--- src/rtl/cache_tune_pkg.sv ---
package cache_tune_pkg;

    localparam int ENERGY_W  = 32;
    localparam int NUM_STEPS = 6;

    // Step positions, in tuning order; the sequence is behaviour.
    localparam int STEP_L1_SIZE = 0;
    localparam int STEP_L2_SIZE = 1;
    localparam int STEP_L1_LINE = 2;
    localparam int STEP_L2_LINE = 3;
    localparam int STEP_L1_WAYS = 4;
    localparam int STEP_L2_WAYS = 5;

    typedef enum logic [1:0] {
        ST_IDLE,
        ST_EVAL,
        ST_NEXT,
        ST_DONE
    } tune_state_e;

    typedef enum logic [1:0] {
        CFG_KEEP,
        CFG_CLEAR,
        CFG_BUMP,
        CFG_BACK
    } cfg_op_e;

    // Worst-case trial count: the base point plus one trial per step up.
    function automatic int trial_budget(int a, int b, int c, int d, int e, int f);
        return 1 + (a - 1) + (b - 1) + (c - 1) + (d - 1) + (e - 1) + (f - 1);
    endfunction

endpackage

--- src/rtl/cache_tune_cfg.sv ---
module cache_tune_cfg
    import cache_tune_pkg::*;
#(
    parameter int IDX_W = 2,
    parameter int NUM   = NUM_STEPS,
    parameter int SEL_W = $clog2(NUM + 1)
) (
    input  logic                      clk,
    input  logic                      rst,
    input  cfg_op_e                   op,
    input  logic [SEL_W-1:0]          sel,
    output logic [NUM-1:0][IDX_W-1:0] fields
);

    for (genvar g = 0; g < NUM; g++) begin : g_field
        logic hit;
        assign hit = (sel == SEL_W'(g));

        always_ff @(posedge clk) begin
            if (rst) begin
                fields[g] <= '0;
            end else begin
                unique case (op)
                    CFG_CLEAR: fields[g] <= '0;
                    CFG_BUMP:  if (hit) fields[g] <= fields[g] + IDX_W'(1);
                    CFG_BACK:  if (hit) fields[g] <= fields[g] - IDX_W'(1);
                    default:   ;
                endcase
            end
        end
    end

endmodule

--- src/rtl/cache_tune_best.sv ---
module cache_tune_best
    import cache_tune_pkg::*;
(
    input  logic                clk,
    input  logic                rst,
    input  logic                load,
    input  logic [ENERGY_W-1:0] energy,
    output logic                better
);

    logic [ENERGY_W-1:0] best_q;

    assign better = (energy < best_q);

    always_ff @(posedge clk) begin
        if (rst) begin
            best_q <= '1;
        end else if (load) begin
            best_q <= energy;
        end
    end

endmodule

--- src/rtl/cache_tune_count.sv ---
module cache_tune_count #(
    parameter int CNT_W = 4
) (
    input  logic             clk,
    input  logic             rst,
    input  logic             clear,
    input  logic             inc,
    output logic [CNT_W-1:0] count
);

    always_ff @(posedge clk) begin
        if (rst || clear) begin
            count <= '0;
        end else if (inc && (count != '1)) begin
            count <= count + CNT_W'(1);
        end
    end

endmodule

--- src/rtl/cache_tune_seq.sv ---
module cache_tune_seq
    import cache_tune_pkg::*;
#(
    parameter int IDX_W     = 2,
    parameter int L1_SIZE_N = 3,
    parameter int L1_LINE_N = 3,
    parameter int L1_WAYS_N = 3,
    parameter int L2_SIZE_N = 2,
    parameter int L2_LINE_N = 2,
    parameter int L2_WAYS_N = 2,
    parameter int MAX_TRIALS = trial_budget(L1_SIZE_N, L2_SIZE_N, L1_LINE_N,
                                            L2_LINE_N, L1_WAYS_N, L2_WAYS_N),
    parameter int CNT_W     = $clog2(MAX_TRIALS + 1)
) (
    input  logic                clk,
    input  logic                rst,
    input  logic                start,
    input  logic                abort,
    input  logic                energy_valid,
    input  logic [ENERGY_W-1:0] energy,
    output logic                eval_req,
    output logic [IDX_W-1:0]    l1_size,
    output logic [IDX_W-1:0]    l1_line,
    output logic [IDX_W-1:0]    l1_ways,
    output logic [IDX_W-1:0]    l2_size,
    output logic [IDX_W-1:0]    l2_line,
    output logic [IDX_W-1:0]    l2_ways,
    output logic                done,
    output logic [CNT_W-1:0]    eval_count
);

    localparam int STEP_W = $clog2(NUM_STEPS + 1);

    // Largest index of each field, laid out in tuning order (index 0 first).
    localparam logic [NUM_STEPS-1:0][IDX_W-1:0] LAST = {
        IDX_W'(L2_WAYS_N - 1), IDX_W'(L1_WAYS_N - 1),
        IDX_W'(L2_LINE_N - 1), IDX_W'(L1_LINE_N - 1),
        IDX_W'(L2_SIZE_N - 1), IDX_W'(L1_SIZE_N - 1)
    };

    tune_state_e                      state_q, state_d;
    logic [STEP_W-1:0]                step_q,  step_d;
    logic                             first_q, first_d;
    cfg_op_e                          cfg_op;
    logic [NUM_STEPS-1:0][IDX_W-1:0]  fields;
    logic                             best_load;
    logic                             better;
    logic                             cnt_clr;
    logic                             cnt_inc;
    logic                             steps_over;
    logic                             at_last;

    assign steps_over = (step_q == STEP_W'(NUM_STEPS));
    assign at_last    = steps_over ? 1'b1 : (fields[step_q] == LAST[step_q]);

    always_comb begin
        state_d   = state_q;
        step_d    = step_q;
        first_d   = first_q;
        cfg_op    = CFG_KEEP;
        best_load = 1'b0;
        cnt_clr   = 1'b0;
        cnt_inc   = 1'b0;

        if (abort) begin
            state_d = ST_IDLE;
            step_d  = '0;
            first_d = 1'b0;
            cfg_op  = CFG_CLEAR;
        end else begin
            unique case (state_q)
                ST_IDLE, ST_DONE: begin
                    if (start) begin
                        state_d = ST_EVAL;
                        step_d  = '0;
                        first_d = 1'b1;
                        cfg_op  = CFG_CLEAR;
                        cnt_clr = 1'b1;
                    end
                end
                ST_EVAL: begin
                    if (energy_valid) begin
                        cnt_inc = 1'b1;
                        first_d = 1'b0;
                        state_d = ST_NEXT;
                        if (first_q || better) begin
                            best_load = 1'b1;
                        end else begin
                            cfg_op = CFG_BACK;
                            step_d = step_q + STEP_W'(1);
                        end
                    end
                end
                ST_NEXT: begin
                    if (steps_over) begin
                        state_d = ST_DONE;
                    end else if (at_last) begin
                        step_d = step_q + STEP_W'(1);
                    end else begin
                        cfg_op  = CFG_BUMP;
                        state_d = ST_EVAL;
                    end
                end
                default: state_d = ST_IDLE;
            endcase
        end
    end

    always_ff @(posedge clk) begin
        if (rst) begin
            state_q <= ST_IDLE;
            step_q  <= '0;
            first_q <= 1'b0;
        end else begin
            state_q <= state_d;
            step_q  <= step_d;
            first_q <= first_d;
        end
    end

    cache_tune_cfg #(
        .IDX_W (IDX_W),
        .NUM   (NUM_STEPS),
        .SEL_W (STEP_W)
    ) i_cfg (
        .clk    (clk),
        .rst    (rst),
        .op     (cfg_op),
        .sel    (step_q),
        .fields (fields)
    );

    cache_tune_best i_best (
        .clk    (clk),
        .rst    (rst),
        .load   (best_load),
        .energy (energy),
        .better (better)
    );

    cache_tune_count #(
        .CNT_W (CNT_W)
    ) i_count (
        .clk   (clk),
        .rst   (rst),
        .clear (cnt_clr),
        .inc   (cnt_inc),
        .count (eval_count)
    );

    assign eval_req = (state_q == ST_EVAL);
    assign done     = (state_q == ST_DONE);
    assign l1_size  = fields[STEP_L1_SIZE];
    assign l2_size  = fields[STEP_L2_SIZE];
    assign l1_line  = fields[STEP_L1_LINE];
    assign l2_line  = fields[STEP_L2_LINE];
    assign l1_ways  = fields[STEP_L1_WAYS];
    assign l2_ways  = fields[STEP_L2_WAYS];

endmodule

--- config.mk ---
export PLATFORM = sky130hd
export DESIGN_NAME = cache_tune_seq
export DESIGN_NICKNAME = d
export VERILOG_FILES = /design/src/rtl/cache_tune_pkg.sv /design/src/rtl/cache_tune_cfg.sv /design/src/rtl/cache_tune_best.sv /design/src/rtl/cache_tune_count.sv /design/src/rtl/cache_tune_seq.sv
export SDC_FILE = /design/constraint.sdc
export NUM_CORES = 1
export LEC_CHECK = 0
export BUFFER_PORTS_ARGS = -buffer_cell sky130_fd_sc_hd__buf_4
export CORE_UTILIZATION = 55
export CTS_BUF_LIST = sky130_fd_sc_hd__clkbuf_8
export DETAILED_ROUTE_END_ITERATION = 16
export PLACE_DENSITY = 0.84
export REMOVE_ABC_BUFFERS = 1
export SLEW_MARGIN = 0
export SYNTH_ARGS = -nofsm -noshare
export SYNTH_HDL_FRONTEND = slang
export SYNTH_SLANG_ARGS = --single-unit
--- constraint.sdc ---
create_clock -name clk -period 7.3 [get_ports clk]
set_input_delay 0.365 -clock clk [delete_from_list [all_inputs] [get_ports clk]]
set_output_delay 0.365 -clock clk [all_outputs]
set_load 0.01 [all_outputs]
Word-level counts from Yosys, hierarchy flattened

Memories as Yosys holds them, arrays and structs flattened. A register that Yosys moved wholly into a read port is not among the register bits.
Index checks and enable logic that the tools add are counted.

Memories kept: 1
ROM bits: 16
Word-level logic and storage cells: 133
Output and inout port bits: 18
Input port bits: 37
Register bits: 54

Memory list:

| memory          | words | width | rd ports | clocked after Yosys merged registers in | write ports | RTL line             | text |
|---|---|---|---|---|---|---|---|
| (no name shown) | 8     | 2     | 1        | 1                                       | 0           | cache_tune_seq.sv:54 | `assign at_last = steps_over ? 1'b1 : (fields[step_q] == LAST[step_q]);` |

Equal/unequal tests: 32
Mux-type cells: 55
$lt $le $gt $ge: 2
Reductions and logical operators: 18
Add/sub/neg operators: 14

Operator list:

| kind                  | number |
|---|---|
| $pmux W2 S3           | 8 |
| $mux W2               | 23 |
| $lt A32 B32 Y1        | 1 |
| $ne A2 B1 Y1 const B  | 12 |
| $reduce_and A3 Y1     | 8 |
| $mux W3               | 7 |
| $mux W1               | 14 |
| $add A2 B1 Y2 const B | 6 |
| $sub A2 B1 Y2 const B | 6 |
| $ne A2 B2 Y1 const B  | 5 |
| $eq A3 B3 Y1 const B  | 3 |
| $pmux W3 S3           | 1 |
| $eq A2 B2 Y1 const B  | 4 |
| $bmux W2 S3           | 1 |
| $eq A3 B2 Y1 const B  | 2 |
| $reduce_and A5 Y1     | 1 |
| $add A4 B1 Y4 const B | 1 |
| $eq A2 B1 Y1 const B  | 2 |
| $lt A3 B4 Y1 const B  | 1 |
| $ne A4 B4 Y1 const B  | 1 |
| $reduce_or A2 Y1      | 2 |
| $add A3 B1 Y3 const B | 1 |
| $eq A3 B1 Y1 const B  | 1 |
| $logic_not A3 Y1      | 1 |
| other kinds (8)       | 9 |

Logic depth before layout (Yosys ltp)

Depth in word-level cells: 11
Depth in mapped cells: 11
Depth with buffers taken out: 10

Cells and area by module

From an unflattened synthesis, not the netlist that was laid out.

Cells, all modules: 407
Area total of the unflattened synthesis: 3,529.6 sq um

Modules (own cells, without submodules):

| module           | times used | sequential area each (sq um) | area each (sq um) | cells each |
|---|---|---|---|---|
| cache_tune_best  | 1          | 640.6                        | 1,843.0           | 217 |
| cache_tune_seq   | 1          | 160.2                        | 807.0             | 96 |
| cache_tune_cfg   | 1          | 240.2                        | 669.4             | 73 |
| cache_tune_count | 1          | 80.1                         | 210.2             | 21 |

Worst setup path after synthesis

No wires, ideal clock.

Kind: input-to-reg
Start: in energy[15]
End: reg i_cfg.fields[7] (netlist bit)
Arrival time: 2,337 ps
Stages: 10
Path slack: 4,831 ps
Setup time: 132 ps
Buffers on the path: 1
Required time: 7,168 ps
Cell sequence: ha_1 > nand2_1 > nor4_1 > nand3b_1 > a31oi_2 > o21bai_4 > buf_2 > mux2_1 > o211ai_1 > a21oi_1

Cells in the longest elaborated chain, start to end: 9
Elaborated cells on any way between the ends: 14
Classes of those cells: order compare: 1; eq/ne: 5; mux: 5; reduce/logical: 3

RTL lines:

| what                                                         | RTL line              | text |
|---|---|---|
| start, declared                                              | cache_tune_seq.sv:20  | `input logic [ENERGY_W-1:0] energy,` |
| $lt A32 B32 Y1 *                                             | cache_tune_best.sv:13 | `assign better = (energy < best_q);` |
| $logic_or A1 B1 Y1 *                                         | cache_tune_seq.sv:86  | `if (first_q \|\| better) begin` |
| $mux W2 *                                                    | cache_tune_seq.sv:86  |  |
| $mux W2 *                                                    | cache_tune_seq.sv:82  | `if (energy_valid) begin` |
| $pmux W2 S3 *                                                | cache_tune_seq.sv:71  | `unique case (state_q)` |
| $mux W2 *                                                    | cache_tune_seq.sv:65  | `if (abort) begin` |
| $eq A2 B2 Y1 or $eq A2 B1 Y1 (tied branches)                 | cache_tune_cfg.sv:23  | `unique case (op)` |
| $ne A2 B1 Y1 (no line) or $reduce_bool A3 Y1 (tied branches) | -                     |  |
| $reduce_and A3 Y1 (no line)                                  | -                     |  |
| end signal, assigned by index                                | cache_tune_cfg.sv:25  | `CFG_BUMP: if (hit) fields[g] <= fields[g] + IDX_W'(1);` |
| end signal, assigned by index                                | cache_tune_cfg.sv:26  | `CFG_BACK: if (hit) fields[g] <= fields[g] - IDX_W'(1);` |
| end, declared                                                | cache_tune_cfg.sv:12  | `output logic [NUM-1:0][IDX_W-1:0] fields` |

Mark *: on every way between the ends. The rest lies on a longest branch, timed or not.
A chain may end at the register's enable or synchronous reset.

Final worst setup path

Start: reg i_best.best_q[15]
End: reg i_cfg.fields[9] (netlist bit)

Cells in the longest elaborated chain, start to end: 9
Elaborated cells on any way between the ends: 14
Classes of those cells: order compare: 1; eq/ne: 5; mux: 5; reduce/logical: 3

RTL lines:

| what                                                         | RTL line              | text |
|---|---|---|
| start, declared                                              | cache_tune_best.sv:11 | `logic [ENERGY_W-1:0] best_q;` |
| start signal, assigned                                       | cache_tune_best.sv:19 | `best_q <= energy;` |
| $lt A32 B32 Y1 *                                             | cache_tune_best.sv:13 |  |
| $logic_or A1 B1 Y1 *                                         | cache_tune_seq.sv:86  |  |
| $mux W2 *                                                    | cache_tune_seq.sv:86  |  |
| $mux W2 *                                                    | cache_tune_seq.sv:82  |  |
| $pmux W2 S3 *                                                | cache_tune_seq.sv:71  |  |
| $mux W2 *                                                    | cache_tune_seq.sv:65  |  |
| $eq A2 B2 Y1 or $eq A2 B1 Y1 (tied branches)                 | cache_tune_cfg.sv:23  |  |
| $ne A2 B1 Y1 (no line) or $reduce_bool A3 Y1 (tied branches) | -                     |  |
| $reduce_and A3 Y1 (no line)                                  | -                     |  |

Marked as above.

==> flow_summary_export.csv <==
group,metric,value,unit
power,comb_power_share,0.125,
power,power.static_leakage,1.902,nW
global_route,largest_net_degree_at_the_start_of_global_routing,41,
drt,vias,2996,
synth,yosys.area.top_type,"sky130_fd_sc_hd__dfxtp_1",
timing,worstMarginPinSlew,1004,ps
timing,slew_headroom,0.3307,
placement,dp_hpwl,5489,microns
drt,drt_pre_antenna_iters,4,
synth,synth_enable_flop_cells,0,
floorplanning,die_area,0.006616,sq mm
critical_path,worst_setup_path_end_kind,"flip-flop",
critical_path,critical_path.max_fanout,19,
global_route,grt_util_all_layers,0.2329,
placement,finalWeightedCongestion,0.8419,
synth,sequential_cell_area_fraction_in_the_yosys_report,0.3238,
floorplanning,initial_utilization,0.5779,
timing,finalCritPeriodShare,0.3781,
final_layout,fin_util,0.6683,
floorplanning,core_area,0.005991,sq mm
synth,post-synth-top-count-cell,"sky130_fd_sc_hd__dfxtp_1",
placement,setup_slack_at_placement,4429,ps
timing,final-hold-violation-count,0,
clocking,post_cts_hold_buffer_count,0,
critical_path,path_buf_inv,1,
drt,drc,0,
critical_path,critical-path-top-delay-family,"compound AO/OA/AOI/OAI gates",
synth,per_instance_average_area_after_synthesis,8.506,sq um
synth,proportion_of_netlist_area_held_by_the_largest_area_contributor,0.3238,
critical_path,critical_path.max_stage_delay,420,ps
clocking,cts.path.max_buffers,2,
clocking,maximum_level_of_the_cts_h_tree,2,
job,reported_max_cap_violation_count,0,
timing,post-route-worst-setup-slack,4540,ps
critical_path,critical_path.slowest_cell,"sky130_fd_sc_hd__a211oi_1",
drt,postRouteAntennaNets,0,
synth,ys_top_cells_by_count,"sky130_fd_sc_hd__dfxtp_1 (56), sky130_fd_sc_hd__nor2_1 (51), sky130_fd_sc_hd__inv_1 (47)",
final_layout,n_antenna_cell,0,
floorplanning,die-width,81.34,microns
power,clock_power_share,0.339,
critical_path,reg2reg_setup_slack,4540,ps
final_layout,post_layout_nonfiller_instances,528,
clocking,cts_setup_buffers,0,
synth,synth_top_cells_by_area,"sky130_fd_sc_hd__dfxtp_1 (32%), sky130_fd_sc_hd__ha_1 (15%), sky130_fd_sc_hd__a211o_1 (7.3%)",
floorplanning,num_io_pins,55,
outcome,outcome,"completed",
synth,ys.flop_type,"sky130_fd_sc_hd__dfxtp_1",
drt,detail_route.wl_per_cell,13.77,microns
timing,max_freq,362.3,MHz
critical_path,critical_path_rt,7520,ps
clocking,postCtsResizedCells,0,
placement,port-buffer-count,54,
synth,ys_async_sr_fraction,0,
power,cellInternalPower,0.4450,mW
global_route,grt_overflow,0,
drt,final_routed_wirelength_across_all_metal_layers,7269,microns
clocking,cts.sink_count,56,
synth,ys_types,51,
synth,synth_seq_cells,56,
critical_path,worst_path_most_repeated_cell,"sky130_fd_sc_hd__nand2_1",
critical_path,worstSetupStartpointType,"flip-flop",
drt,routed_via_density,5.674,
critical_path,timing.critical_path.arrival,2980,ps
power,peak_vdd_ir,0.1105,mV
timing,finalCriticalPeriod,2760,ps
floorplanning,number_of_standard_cell_rows_in_the_floorplan,28,
power,seq_power_share,0.536,
global_route,grt_first_pass_wirelength,11970,microns
timing,setup_total_negative_slack,0,ps
drt,drt_first_iter_violations,174,
timing,clock_skew,7.397,ps
timing,setup_viol,0,
synth,mapped_cells,407,
power,pwr_density_cell,146.1,mW/mm^2
power,switching_share,0.2391,
final_layout,final_design_area_no_fill,0.004004,sq mm
final_layout,nets,530,
hold_path,min-delay-path-class,"in2reg",
final_layout,nFillCells,494,
critical_path,worstPathCellList,"inv_1 -> ha_1 -> nand2_1 -> nor4_1 -> nand3b_1 -> a31oi_2 -> o21bai_4 -> a211oi_1 -> nand2_1 -> o31ai_1",
global_route,number_of_antenna_violations_at_the_first_check_in_global_routing,0,
clocking,clk_pin_slew_worst_paths,100,ps
final_layout,drive_above_1_share,0.1634,
timing,fin_hold_ws,257.0,ps
placement,place_area,0.003896,sq mm
final_layout,layout.area.seq,0.001121,sq mm
synth,netlist_area_before_placement,0.003462,sq mm
clocking,clock_insertion_delay_worst_skew,310,ps
timing,timing.final.max_slew_violations,0,
timing,setup_repair_after_global_routing_missed_its_margin,"no",
clocking,cts_root_buf,"sky130_fd_sc_hd__clkbuf_8",
synth,synth.yosys.warnings,0,
final_layout,multi_input_comb_area,0.002085,sq mm
floorplanning,fp.dieH,81.34,microns
placement,placed_cells_incl_taps,520,
final_layout,area.growth.synth_to_final,15.65,%
power,design_power_total,0.5848,mW
clocking,tritoncts,"done",
critical_path,worstSetupPathType,"reg2reg",
global_route,first_global_vias,2878,
clocking,cts_buffers,5,
power,switchingPower,0.1398,mW
-- power by group through the flow --
stage          Sequential, mW  Combinational [mW]  Clock, mW
2_1_floorplan           0.320              0.0400          0
3_3_place_gp            0.320              0.0701          0
3_5_place_dp            0.320              0.0727          0
4_1_cts                 0.313              0.0734      0.204
5_1_grt                 0.314              0.0826      0.215
6_report                0.313              0.0732      0.198
-- kinds of logic (layout without fill, tap and decap cells) --
logic type	after synthesis	count (layout)	synth area share
AOI/OAI and AO/OA	101	101	0.2136
buffers and inverters	65	111	0.07409
DFF	56	56	0.3238
and+or+nand+nor	117	117	0.1550
xor gates and xnor gates	8	8	0.02024
adders and majority gates	41	41	0.1482
muxes	19	19	0.06505
-- metal layers --
metal / global-route usage / vias to the layer above / share of wire
met4: 0.08929 / 0 / 0.021
met1: 0.2605 / 1393 / 0.42
met5: 0 / - / 0
met3: 0.05506 / 14 / 0.062
met2: 0.4217 / 72 / 0.50
li1: - / 1517 / -
-- cell type report --
| type | instances | share of cell area |
|---|---|---|
| multi-input combinational | 286 | 0.5206 |
| sequential | 56 | 0.2800 |
| timing repair buffer | 56 | 0.1050 |
| inverter | 47 | 0.04406 |
| tap | 75 | 0.02344 |
| clock buffer | 5 | 0.01719 |
| clock inverter | 3 | 0.009688 |
-- sequential cells by signal (all words and copies together), names as in the netlist, named ones only --
name and cells:
i_best.best_q 32, i_cfg.fields 12, i_count.count 4, step_q 3, state_q 2, first_q 1
-- cells in the final DEF (no fill, tap or decap), drive strengths merged, types with 2 or more instances in the layout --
cell type / Yosys / final
dfxtp: 56 / 56
buf: 5 / 56
nor2: 51 / 51
inv: 47 / 48
ha: 41 / 41
nand2: 32 / 32
a211o: 29 / 29
a21oi: 27 / 27
o21ai: 11 / 11
mux2i: 9 / 9
mux2: 8 / 8
xnor2: 6 / 6
nand3: 6 / 6
o211ai: 6 / 6
nor3: 6 / 6
nand4: 5 / 5
clkbuf: 13 / 5
a21o: 4 / 4
o22ai: 3 / 3
nor2b: 3 / 3
and3: 3 / 3
a22o: 3 / 3
o311ai: 3 / 3
o41ai: 3 / 3
nand3b: 3 / 3
a211oi: 2 / 2
mux4: 2 / 2
xor2: 2 / 2
and2: 2 / 2
or2: 2 / 2
nor4: 2 / 2
a22oi: 2 / 2
-- worst paths after layout --
path / to / from / cells past startpoint
worst max-delay path: i_cfg.fields[9] / i_best.best_q[15] / 10
worst min-delay path: i_best.best_q[14] / energy[14] / 2
worst max register to register: i_cfg.fields[9] / i_best.best_q[15] / 10
worst min register to register: i_cfg.fields[10] / i_cfg.fields[10] / 1
(Power assumes the default switching activity.)
